$ cat config.mk
export PLATFORM = sky130hd
export DESIGN_NAME = pll_step_meter
export DESIGN_NICKNAME = d
export VERILOG_FILES = /design/src/rtl/pse_pkg.sv /design/src/rtl/pse_avg.sv /design/src/rtl/pse_lock.sv /design/src/rtl/pse_track.sv /design/src/rtl/pll_step_meter.sv
export SDC_FILE = /design/constraint.sdc
export NUM_CORES = 1
export LEC_CHECK = 0
export ABC_AREA = 0
export BUFFER_PORTS_ARGS = -buffer_cell sky130_fd_sc_hd__buf_2
export CAP_MARGIN = 20
export CORE_MARGIN = 1.5
export CORE_UTILIZATION = 30
export CTS_BUF_LIST = sky130_fd_sc_hd__clkbuf_8
export CTS_CLUSTER_DIAMETER = 150
export DETAILED_ROUTE_END_ITERATION = 10
export PLACE_DENSITY = 0.57
export SLEW_MARGIN = 10
export SYNTH_ARGS = -nofsm -noshare
export SYNTH_HDL_FRONTEND = slang
export SYNTH_SLANG_ARGS = --single-unit
$ cat constraint.sdc
create_clock -name clk_i -period 5.2 [get_ports clk_i]
set_clock_uncertainty 0.1 [all_clocks]
set_input_delay 1.04 -clock clk_i [delete_from_list [all_inputs] [get_ports clk_i]]
set_output_delay 1.04 -clock clk_i [all_outputs]
set_load 0.01 [all_outputs]
$ cat src/rtl/pse_pkg.sv
package pse_pkg;
   typedef enum logic [2:0] {
      ST_IDLE,
      ST_BASE,
      ST_STEP,
      ST_TRACK,
      ST_SETTLE,
      ST_DONE
   } pse_state_e;
endpackage

$ cat src/rtl/pse_avg.sv
// Power-of-two sample averager: clear, accumulate, arithmetic shift.
module pse_avg #(
   parameter int PE_W     = 12,
   parameter int AVG_LOG2 = 4
) (
   input  logic                   clk_i,
   input  logic                   rst_ni,
   input  logic                   clr_i,
   input  logic                   en_i,
   input  logic signed [PE_W-1:0] smp_i,
   output logic signed [PE_W-1:0] avg_o
);
   localparam int SW = PE_W + AVG_LOG2;

   logic signed [SW-1:0] sum_q;
   logic signed [SW-1:0] sum_sh;

   always_ff @(posedge clk_i or negedge rst_ni) begin
      if (!rst_ni)    sum_q <= '0;
      else if (clr_i) sum_q <= '0;
      else if (en_i)  sum_q <= sum_q + SW'(smp_i);
   end

   assign sum_sh = sum_q >>> AVG_LOG2;
   assign avg_o  = sum_sh[PE_W-1:0];
endmodule

$ cat src/rtl/pse_lock.sv
// Run-length lock detector on the magnitude of the phase error.
module pse_lock #(
   parameter int PE_W     = 12,
   parameter int LOCK_RUN = 32
) (
   input  logic                   clk_i,
   input  logic                   rst_ni,
   input  logic signed [PE_W-1:0] smp_i,
   input  logic        [PE_W-1:0] thr_i,
   output logic                   lock_o
);
   localparam int RCW = $clog2(LOCK_RUN);

   logic [RCW-1:0]  run_q;
   logic [PE_W-1:0] mag;
   logic            under;

   assign mag   = smp_i[PE_W-1] ? PE_W'(-smp_i) : PE_W'(smp_i);
   assign under = mag < thr_i;

   always_ff @(posedge clk_i or negedge rst_ni) begin
      if (!rst_ni) begin
         run_q  <= '0;
         lock_o <= 1'b0;
      end else if (!under) begin
         run_q  <= '0;
         lock_o <= 1'b0;
      end else if (run_q == RCW'(LOCK_RUN - 1)) begin
         lock_o <= 1'b1;
      end else begin
         run_q <= run_q + 1'b1;
      end
   end
endmodule

$ cat src/rtl/pse_track.sv
// Crossover timer and peak overcorrection tracker.
module pse_track #(
   parameter int PE_W = 12,
   parameter int CW   = 16
) (
   input  logic                   clk_i,
   input  logic                   rst_ni,
   input  logic                   clr_i,
   input  logic                   en_i,
   input  logic                   dir_i,
   input  logic signed [PE_W-1:0] smp_i,
   input  logic signed [PE_W-1:0] base_i,
   input  logic        [CW-1:0]   idx_i,
   output logic        [CW-1:0]   xover_o,
   output logic        [PE_W-1:0] peak_o,
   output logic                   over_o
);
   localparam int                     RW     = PE_W + 2;
   localparam logic [PE_W-1:0]        PK_MAX = '1;
   localparam logic signed [RW-1:0]   OV_MAX = RW'(PK_MAX);

   logic signed [RW-1:0] rel;
   logic signed [RW-1:0] ov;
   logic                 ov_hit;
   logic [PE_W-1:0]      ov_mag;
   logic [CW-1:0]        idx_inc;
   logic                 crossed_q;

   assign rel     = RW'(smp_i) - RW'(base_i);
   assign ov      = dir_i ? rel : -rel;
   assign ov_hit  = ov > 0;
   assign ov_mag  = (ov > OV_MAX) ? PK_MAX : ov[PE_W-1:0];
   assign idx_inc = (&idx_i) ? idx_i : idx_i + 1'b1;

   always_ff @(posedge clk_i or negedge rst_ni) begin
      if (!rst_ni) begin
         crossed_q <= 1'b0;
         xover_o   <= '1;
         peak_o    <= '0;
      end else if (clr_i) begin
         crossed_q <= 1'b0;
         xover_o   <= '1;
         peak_o    <= '0;
      end else if (en_i && ov_hit) begin
         if (!crossed_q) begin
            crossed_q <= 1'b1;
            xover_o   <= idx_inc;
         end
         if (ov_mag > peak_o) peak_o <= ov_mag;
      end
   end

   assign over_o = !crossed_q;
endmodule

$ cat src/rtl/pll_step_meter.sv
module pll_step_meter
   import pse_pkg::*;
#(
   parameter int PE_W     = 12,
   parameter int WIN_W    = 16,
   parameter int AVG_LOG2 = 4,
   parameter int LOCK_RUN = 32,
   parameter bit TRACE_EN = 1'b1
) (
   input  logic                   clk_i,
   input  logic                   rst_ni,
   input  logic                   start_i,
   input  logic                   step_dir_i,
   input  logic [WIN_W-1:0]       window_i,
   input  logic [PE_W-1:0]        lock_thr_i,
   input  logic                   trace_en_i,
   input  logic signed [PE_W-1:0] pe_i,
   output logic                   step_req_o,
   output logic                   busy_o,
   output logic                   done_o,
   output logic [WIN_W-1:0]       xover_o,
   output logic                   overdamped_o,
   output logic [PE_W-1:0]        peak_o,
   output logic signed [PE_W-1:0] static_err_o,
   output logic                   lock_o,
   output logic                   trace_valid_o,
   output logic signed [PE_W-1:0] trace_pe_o,
   output logic [WIN_W-1:0]       trace_idx_o
);
   localparam int AVG_N = 1 << AVG_LOG2;
   localparam int EW    = WIN_W + 1;

   if (PE_W < 4 || WIN_W < 8 || AVG_LOG2 < 1 || LOCK_RUN < 2 || WIN_W <= AVG_LOG2)
   begin : g_bad_params
      $error("pll_step_meter: parameter out of range");
   end

   pse_state_e             state_q;
   logic [WIN_W-1:0]       cnt_q;
   logic [WIN_W-1:0]       win_q;
   logic                   dir_q;
   logic                   take;
   logic                   avg_last;
   logic                   trk_last;
   logic signed [PE_W-1:0] base_avg;

   assign take     = (state_q == ST_IDLE) && start_i;
   assign avg_last = cnt_q == WIN_W'(AVG_N - 1);
   assign trk_last = (EW'(cnt_q) + EW'(1)) >= EW'(win_q);

   always_ff @(posedge clk_i or negedge rst_ni) begin
      if (!rst_ni) begin
         state_q <= ST_IDLE;
         cnt_q   <= '0;
         win_q   <= '0;
         dir_q   <= 1'b0;
      end else begin
         unique case (state_q)
            ST_IDLE: if (take) begin
               state_q <= ST_BASE;
               cnt_q   <= '0;
               win_q   <= window_i;
               dir_q   <= step_dir_i;
            end
            ST_BASE: begin
               cnt_q <= cnt_q + 1'b1;
               if (avg_last) state_q <= ST_STEP;
            end
            ST_STEP: begin
               cnt_q   <= '0;
               state_q <= ST_TRACK;
            end
            ST_TRACK: begin
               cnt_q <= cnt_q + 1'b1;
               if (trk_last) begin
                  cnt_q   <= '0;
                  state_q <= ST_SETTLE;
               end
            end
            ST_SETTLE: begin
               cnt_q <= cnt_q + 1'b1;
               if (avg_last) state_q <= ST_DONE;
            end
            ST_DONE: state_q <= ST_IDLE;
            default: state_q <= ST_IDLE;
         endcase
      end
   end

   assign busy_o     = state_q != ST_IDLE;
   assign step_req_o = state_q == ST_STEP;
   assign done_o     = state_q == ST_DONE;

   pse_avg #(.PE_W(PE_W), .AVG_LOG2(AVG_LOG2)) base_avg_i (
      .clk_i (clk_i),
      .rst_ni(rst_ni),
      .clr_i (take),
      .en_i  (state_q == ST_BASE),
      .smp_i (pe_i),
      .avg_o (base_avg)
   );

   pse_avg #(.PE_W(PE_W), .AVG_LOG2(AVG_LOG2)) settle_avg_i (
      .clk_i (clk_i),
      .rst_ni(rst_ni),
      .clr_i (take),
      .en_i  (state_q == ST_SETTLE),
      .smp_i (pe_i),
      .avg_o (static_err_o)
   );

   pse_track #(.PE_W(PE_W), .CW(WIN_W)) track_i (
      .clk_i  (clk_i),
      .rst_ni (rst_ni),
      .clr_i  (take),
      .en_i   (state_q == ST_TRACK),
      .dir_i  (dir_q),
      .smp_i  (pe_i),
      .base_i (base_avg),
      .idx_i  (cnt_q),
      .xover_o(xover_o),
      .peak_o (peak_o),
      .over_o (overdamped_o)
   );

   pse_lock #(.PE_W(PE_W), .LOCK_RUN(LOCK_RUN)) lock_i (
      .clk_i (clk_i),
      .rst_ni(rst_ni),
      .smp_i (pe_i),
      .thr_i (lock_thr_i),
      .lock_o(lock_o)
   );

   if (TRACE_EN) begin : g_trace
      always_ff @(posedge clk_i or negedge rst_ni) begin
         if (!rst_ni) begin
            trace_valid_o <= 1'b0;
            trace_pe_o    <= '0;
            trace_idx_o   <= '0;
         end else begin
            trace_valid_o <= trace_en_i && (state_q == ST_TRACK);
            trace_pe_o    <= pe_i;
            trace_idx_o   <= cnt_q;
         end
      end
   end else begin : g_no_trace
      logic unused_trace;
      assign unused_trace  = trace_en_i;
      assign trace_valid_o = 1'b0;
      assign trace_pe_o    = '0;
      assign trace_idx_o   = '0;
   end
endmodule

# Yosys cells after proc, flatten, opt, wreduce, memory -nomap -nowiden
# Cells that the tools add are included.
# Widths: inputs -> output; s select.
totals:
  memories: 0
  elab_cells: 87
  output_inout_bits: 74
  ramBits: 0
  ff_bits: 132
  rom_bits: 0
  latchBits: 0
classes:
  n_div: 0
  mul: 0
  shifts: 0
  n_mux: 28
  bitwise_logic: 0
  magnitude_cmp: 5
  reduce_logical: 18
  n_eq_ne: 14
  addsub: 8
op_table:
  columns: ["op", "n"]
  rows:
  - ["$mux 16", 10]
  - ["$pmux 16 s4", 1]
  - ["$mux 12", 5]
  - ["$add 16x12->16", 2]
  - ["$add 16x1->17 const B", 1]
  - ["$ge 17x16->1", 1]
  - ["$add 16x1->16 const B", 1]
  - ["$eq 16x4->1 const B", 1]
  - ["$reduce_and 16->1", 1]
  - ["$pmux 3 s5", 1]
  - ["$gt 14x1->1 const B", 1]
  - ["$gt 14x13->1 const B", 1]
  - ["$mux 14", 1]
  - ["$neg 14->14", 1]
  - ["$sub 12x12->13", 1]
  - ["$gt 12x12->1", 1]
  - ["$lt 12x12->1", 1]
  - ["$mux 3", 4]
  - ["$ne 2x2->1 const B", 6]
  - ["$neg 12->12", 1]
  - ["$mux 5", 2]
  - ["$reduce_and 2->1", 4]
  - ["$reduce_bool 2->1", 4]
  - ["$eq 3x2->1 const B", 2]
  - ["13 further kinds", 19]

# Longest topological paths before layout
logic_depth:
  ltp_word: 9
  ltp_mapped: 24
  mapped_depth_nobuf: 21

# Cells and area by module
# From an unflattened synthesis, not the netlist that was laid out.
hier_totals:
  cells_unflattened: 1078
  area_unflattened_um2: 9899.5
by_module_without_submodules:
  columns: ["module", "n_inst", "cells_each", "seq_area_each_um2", "area_per_inst_um2"]
  rows:
  - ["pse_track", 1, 391, 745.7, 3191.8]
  - ["pll_step_meter", 1, 264, 1626.6, 2980.4]
  - ["pse_avg (settle_avg_i)", 1, 165, 400.4, 1466.4]
  - ["pse_avg (base_avg_i)", 1, 165, 400.4, 1462.7]
  - ["pse_lock", 1, 93, 150.1, 798.3]

# Worst setup path before layout
# OpenSTA, ideal clock, no wires.
synth_path:
  kind: "input-to-reg"
  start: "input pe_i[0]"
  end: "register track_i.peak_o[10]"
  path_stages: 21
  setup_slack_ps: -191
  arrival_time_ps: 5166
  t_required_ps: 4975
  setup_ps: 125
  path_buffers: 2
  path_cell_list: "inv_1 > ha_1 > fa_1 > nand2b_1 > a21oi_1 > o21ai_1 > o21a_1 > o21ai_0 > a31oi_1 > or4_1 > clkbuf_1 > nand2_1 > ha_1 > a21o_1 > a21o_1 > a21oi_1 > o21ai_0 > o21ai_0 > nor4_4 > buf_6 > mux2_4"
synth_via:
  elab_chain_cells: 8
  word_cells_on_any_way: 14
  cone_classes: "add/sub: 2; order compare: 3; mux: 5; reduce/logical: 4"
synth_rtl:
  columns: ["element", "line", "rtl"]
  rows:
  - ["from (decl)", "pll_step_meter.sv:17", "input logic signed [PE_W-1:0] pe_i,"]
  - ["$sub 12x12->13 (*)", "pse_track.sv:29", "assign rel = RW'(smp_i) - RW'(base_i);"]
  - ["$neg 14->14", "pse_track.sv:30", "assign ov = dir_i ? rel : -rel;"]
  - ["$mux 14 (*)", "pse_track.sv:30", null]
  - ["$gt 14x13->1", "pse_track.sv:32", "assign ov_mag = (ov > OV_MAX) ? PK_MAX : ov[PE_W-1:0];"]
  - ["$mux 12", "pse_track.sv:32", null]
  - ["$gt 12x12->1 or $mux 12 (tied branches)", "pse_track.sv:49", "if (ov_mag > peak_o) peak_o <= ov_mag;"]
  - ["$reduce_bool 2->1 (no line) or $mux 12 (tied branches)", null, null]
  - ["$reduce_and 2->1 (no line) or $mux 12 (tied branches)", null, null]
  - ["to (signal assigned)", "pse_track.sv:49", null]
  - ["to (decl)", "pse_track.sv:15", "output logic [PE_W-1:0] peak_o,"]
# Every way passes the cells marked *; elsewhere a longest branch is shown, timed or not. The select of a mux whose other input is x is not followed.
# A chain may end at the register's enable or synchronous reset.

# Worst setup path after layout
layout_path:
  start: "input pe_i[0]"
  end: "register track_i.peak_o[6]"
# Same word-level chain as after synthesis.

==> impl_metrics.json <==
{
  "async_reset_ff_share_pct": 100,
  "crit_type": "in2reg",
  "dp_hpwl_mm": 17.6,
  "synth_ff_type": "dfrtp_1",
  "route.met3.wl_um": 652,
  "required_ps": 5450,
  "final-hold-violation-count": 0,
  "cts.sinks": 132,
  "die_w_um": 177,
  "drtPass1Iterations": 7,
  "p_int_uw": 2510,
  "place.gp.congestion": 0.826,
  "most-common-layout-cells": "buf_2 (117), dfrtp_1 (116), nor2_1 (90)",
  "cts_tree": "yes",
  "drcViolationCount": 0,
  "holdBufCountCts": 0,
  "areaGrowthSynthToFinish_pct": 18.0,
  "wl_met2_mm": 11.3,
  "finish.utilization_pct": 36.1,
  "layout-drive-gt1-share_pct": 23.5,
  "fp.coreArea_mm2": 0.0298,
  "r2r_start": "base_avg_i.sum_q[4]$_DFFE_PN0P_",
  "setup_violations": 0,
  "syn_nets": 1129,
  "min_from": "cnt_q[12]$_DFFE_PN0P_",
  "status": "finished clean",
  "synth_area_mm2": 0.00911,
  "rsz0062_at_grt": "no",
  "maxSlewHeadroom_pct": 35.6,
  "ioPinCount": 119,
  "grt_pass1_wl_mm": 38.5,
  "fmax_ghz": 0.203,
  "die-area_mm2": 0.0314,
  "ir_drop_uv": 201,
  "p_per_area_mw_per_mm2": 393,
  "track_usage_pct": 15.5,
  "power_frac_clock_pct": 19.1,
  "syn_inst": 995,
  "synthDistinctLibCells": 79,
  "r2r_cells": 19,
  "p_total_uw": 4230,
  "slew_viol_final": 0,
  "initial_utilization_pct": 30.6,
  "syn_area_per_cell_um2": 9.16,
  "hold-worst-slack_ps": 388,
  "pwr-share-comb_pct": 52.7,
  "p_leak_uw": 0.00527,
  "mostFrequentLayoutCell": "buf_2",
  "rows": 63,
  "crit_fanout": 10,
  "period_share_pct": 94.5,
  "grt_max_degree": 100,
  "cts_buffers": 17,
  "wl_per_cell_um": 15.1,
  "arrival_ps": 5160,
  "r2r-end": "track_i.peak_o[6]$_DFFE_PN0P_",
  "swShare_pct": 40.7,
  "power_frac_seq_pct": 28.1,
  "cap_violations": 0,
  "drt_iter0_drc": 405,
  "clk_pin_slew_ps": 90,
  "num-nets-final": 1278,
  "avgViaCountPerCell": 4.86,
  "nFillCells": 3098,
  "clock_latency_ps": 460,
  "crit_path_start_kind": "input port",
  "htreeDepth": 4,
  "ys_ff_latch": 132,
  "yosys_warnings": 0,
  "cts.path.max_buffers": 2,
  "gr-total-overflow": 0,
  "wirelength_mm": 23.4,
  "worst_pin_slew_ps": 966,
  "cts-root-buf": "clkbuf_8",
  "num_antenna_cells": 0,
  "synth_seq_area_share_pct": 36.5,
  "synth_enable_flop_cells": 0,
  "hold_class": "reg2reg",
  "holdPathEnd": "trace_idx_o[12]$_DFF_PN0_",
  "r2r_slack_ps": 630,
  "dp_cells": 1514,
  "first_global_vias": 7543,
  "port_buffers": 118,
  "end_kind": "register",
  "postCtsSetupBuffers": 0,
  "min_path_cells": 0,
  "top_layer": "met4",
  "antenna_found_initial": 0,
  "wl_met1_mm": 10.9,
  "die_h_um": 177,
  "final-instance-count-excl-fill": 1547,
  "switchingPower_uw": 1720,
  "via_count": 7517,
  "ant_nets": 0,
  "post-route-min-period_ps": 4920
}
==> state kept, by name (all words and copies together) (netlist names), 3 cells and up <==
name,cells
base_avg_i.sum_q,16
cnt_q,16
settle_avg_i.sum_q,16
trace_idx_o,16
track_i.xover_o,16
win_q,16
trace_pe_o,12
track_i.peak_o,12
lock_i.run_q,5
state_q,3
==> power by group through the flow <==
stage          combinational (uW)  sequential (uW)  clock [uW]
6_report                     2230             1190         808
5_1_grt                      2520             1200         879
4_1_cts                      2240             1190         840
3_5_place_dp                 2230             1210           0
3_3_place_gp                 2200             1210           0
2_1_floorplan                1520             1190           0
==> worst max-delay path, stage by stage <==
cell and delay [ps]:
buf_2 90, inv_1 70, ha_1 230, fa_2 340, nand2b_4 160, a21oi_4 160, xnor2_2 130, and4b_2 270
and3_1 220, a31oi_1 110, or4_4 610, nand2_1 120, ha_1 240, a21o_1 160, a21o_1 170, a21oi_1 140
o21ai_0 100, o21ai_1 230, nor4_4 60, buf_4 200, mux2_4 300
==> per-stage QoR <==
| stage | instance area (um2) | worst slack, ps | setup TNS (ps) |
|---|---|---|---|
| 2_1_floorplan | 9150 | 18.1 | 0 |
| 3_3_place_gp | 10400 | -119 | -1270 |
| 3_5_place_dp | 10400 | -199 | -2090 |
| 4_1_cts | 10700 | 297 | 0 |
| 5_1_grt | 10800 | 7.50 | 0 |
| 6_report | 10800 | 285 | 0 |
==> layout make-up <==
| cell class | count | area [um2] | area share (%) |
|---|---|---|---|
| clock buffers | 18 | 248 | 2.30 |
| clock inverters | 14 | 109 | 1.01 |
| inverters | 79 | 297 | 2.76 |
| multi-input cells | 736 | 5220 | 48.5 |
| flip-flops and latches | 132 | 3320 | 30.9 |
| well taps | 390 | 488 | 4.54 |
| repair buffers | 178 | 1070 | 9.96 |
==> cells by family (layout without fill, tap and decap cells) <==
kind of cell / after synthesis / after routing / synth area share [%]
AO/OA/AOI/OAI: 216 / 216 / 15.5
XOR/XNOR: 63 / 63 / 6.22
adder cells (fa/ha/maj): 89 / 89 / 12.5
buffers and inverters: 127 / 289 / 6.60
flip-flops: 132 / 132 / 36.5
multiplexers: 43 / 43 / 5.27
AND/OR/NAND/NOR: 325 / 325 / 17.5
==> synth_stat cells, types with 5 or more instances <==
master / instances / share of area, %
a21o_1: 19 / 1.6
a21oi_1: 48 / 2.6
a22o_1: 11 / 1.1
a31oi_1: 5 / 0.34
and2_1: 5 / 0.34
and3_1: 10 / 0.69
and3_2: 5 / 0.41
buf_4: 13 / 1.1
buf_6: 8 / 0.99
clkbuf_1: 21 / 0.86
dfrtp_1: 116 / 32
dfstp_2: 16 / 4.6
ha_1: 86 / 12
inv_1: 79 / 3.3
mux2_4: 9 / 1.5
mux2i_1: 30 / 3.3
nand2_1: 78 / 3.2
nand2b_1: 12 / 0.82
nand3_1: 45 / 2.5
nand4_1: 9 / 0.62
nor2_1: 90 / 3.7
nor2b_1: 9 / 0.62
nor3_1: 28 / 1.5
o211ai_1: 6 / 0.49
o21a_1: 9 / 0.74
o21ai_0: 67 / 3.7
o31ai_1: 6 / 0.49
or3_1: 5 / 0.34
xnor2_1: 35 / 3.4
xor2_1: 26 / 2.5
==> metal layers <==
metal,GRT usage (%),vias to the layer above
met2,25.9,102
met3,2.83,29
met5,0,-
met1,20.1,3607
met4,5.50,0
li1,-,3779
==> worst max-delay path by stage <==
| stage | to | cells past startpoint | startpoint | slack [ps] |
|---|---|---|---|---|
| after floorplan | track_i.peak_o[10]$_DFFE_PN0P_ | 22 | pe_i[0] | 20 |
| after global placement | track_i.peak_o[4]$_DFFE_PN0P_ | 21 | pe_i[0] | -120 |
| after detailed placement | track_i.peak_o[5]$_DFFE_PN0P_ | 21 | pe_i[0] | -200 |
| after CTS | track_i.peak_o[5]$_DFFE_PN0P_ | 21 | pe_i[0] | 300 |
| after global routing | track_i.peak_o[6]$_DFFE_PN0P_ | 22 | pe_i[0] | 8 |
| final | track_i.peak_o[6]$_DFFE_PN0P_ | 21 | pe_i[0] | 280 |
==> timing repair <==
| item | CTS | global route |
|---|---|---|
| gates resized for setup | 0 | 2 |
| endpoints found under the hold margin | 0 | 0 |
| setup endpoints to repair | 0 | 4 |
Power figures use the tool's default switching activity.
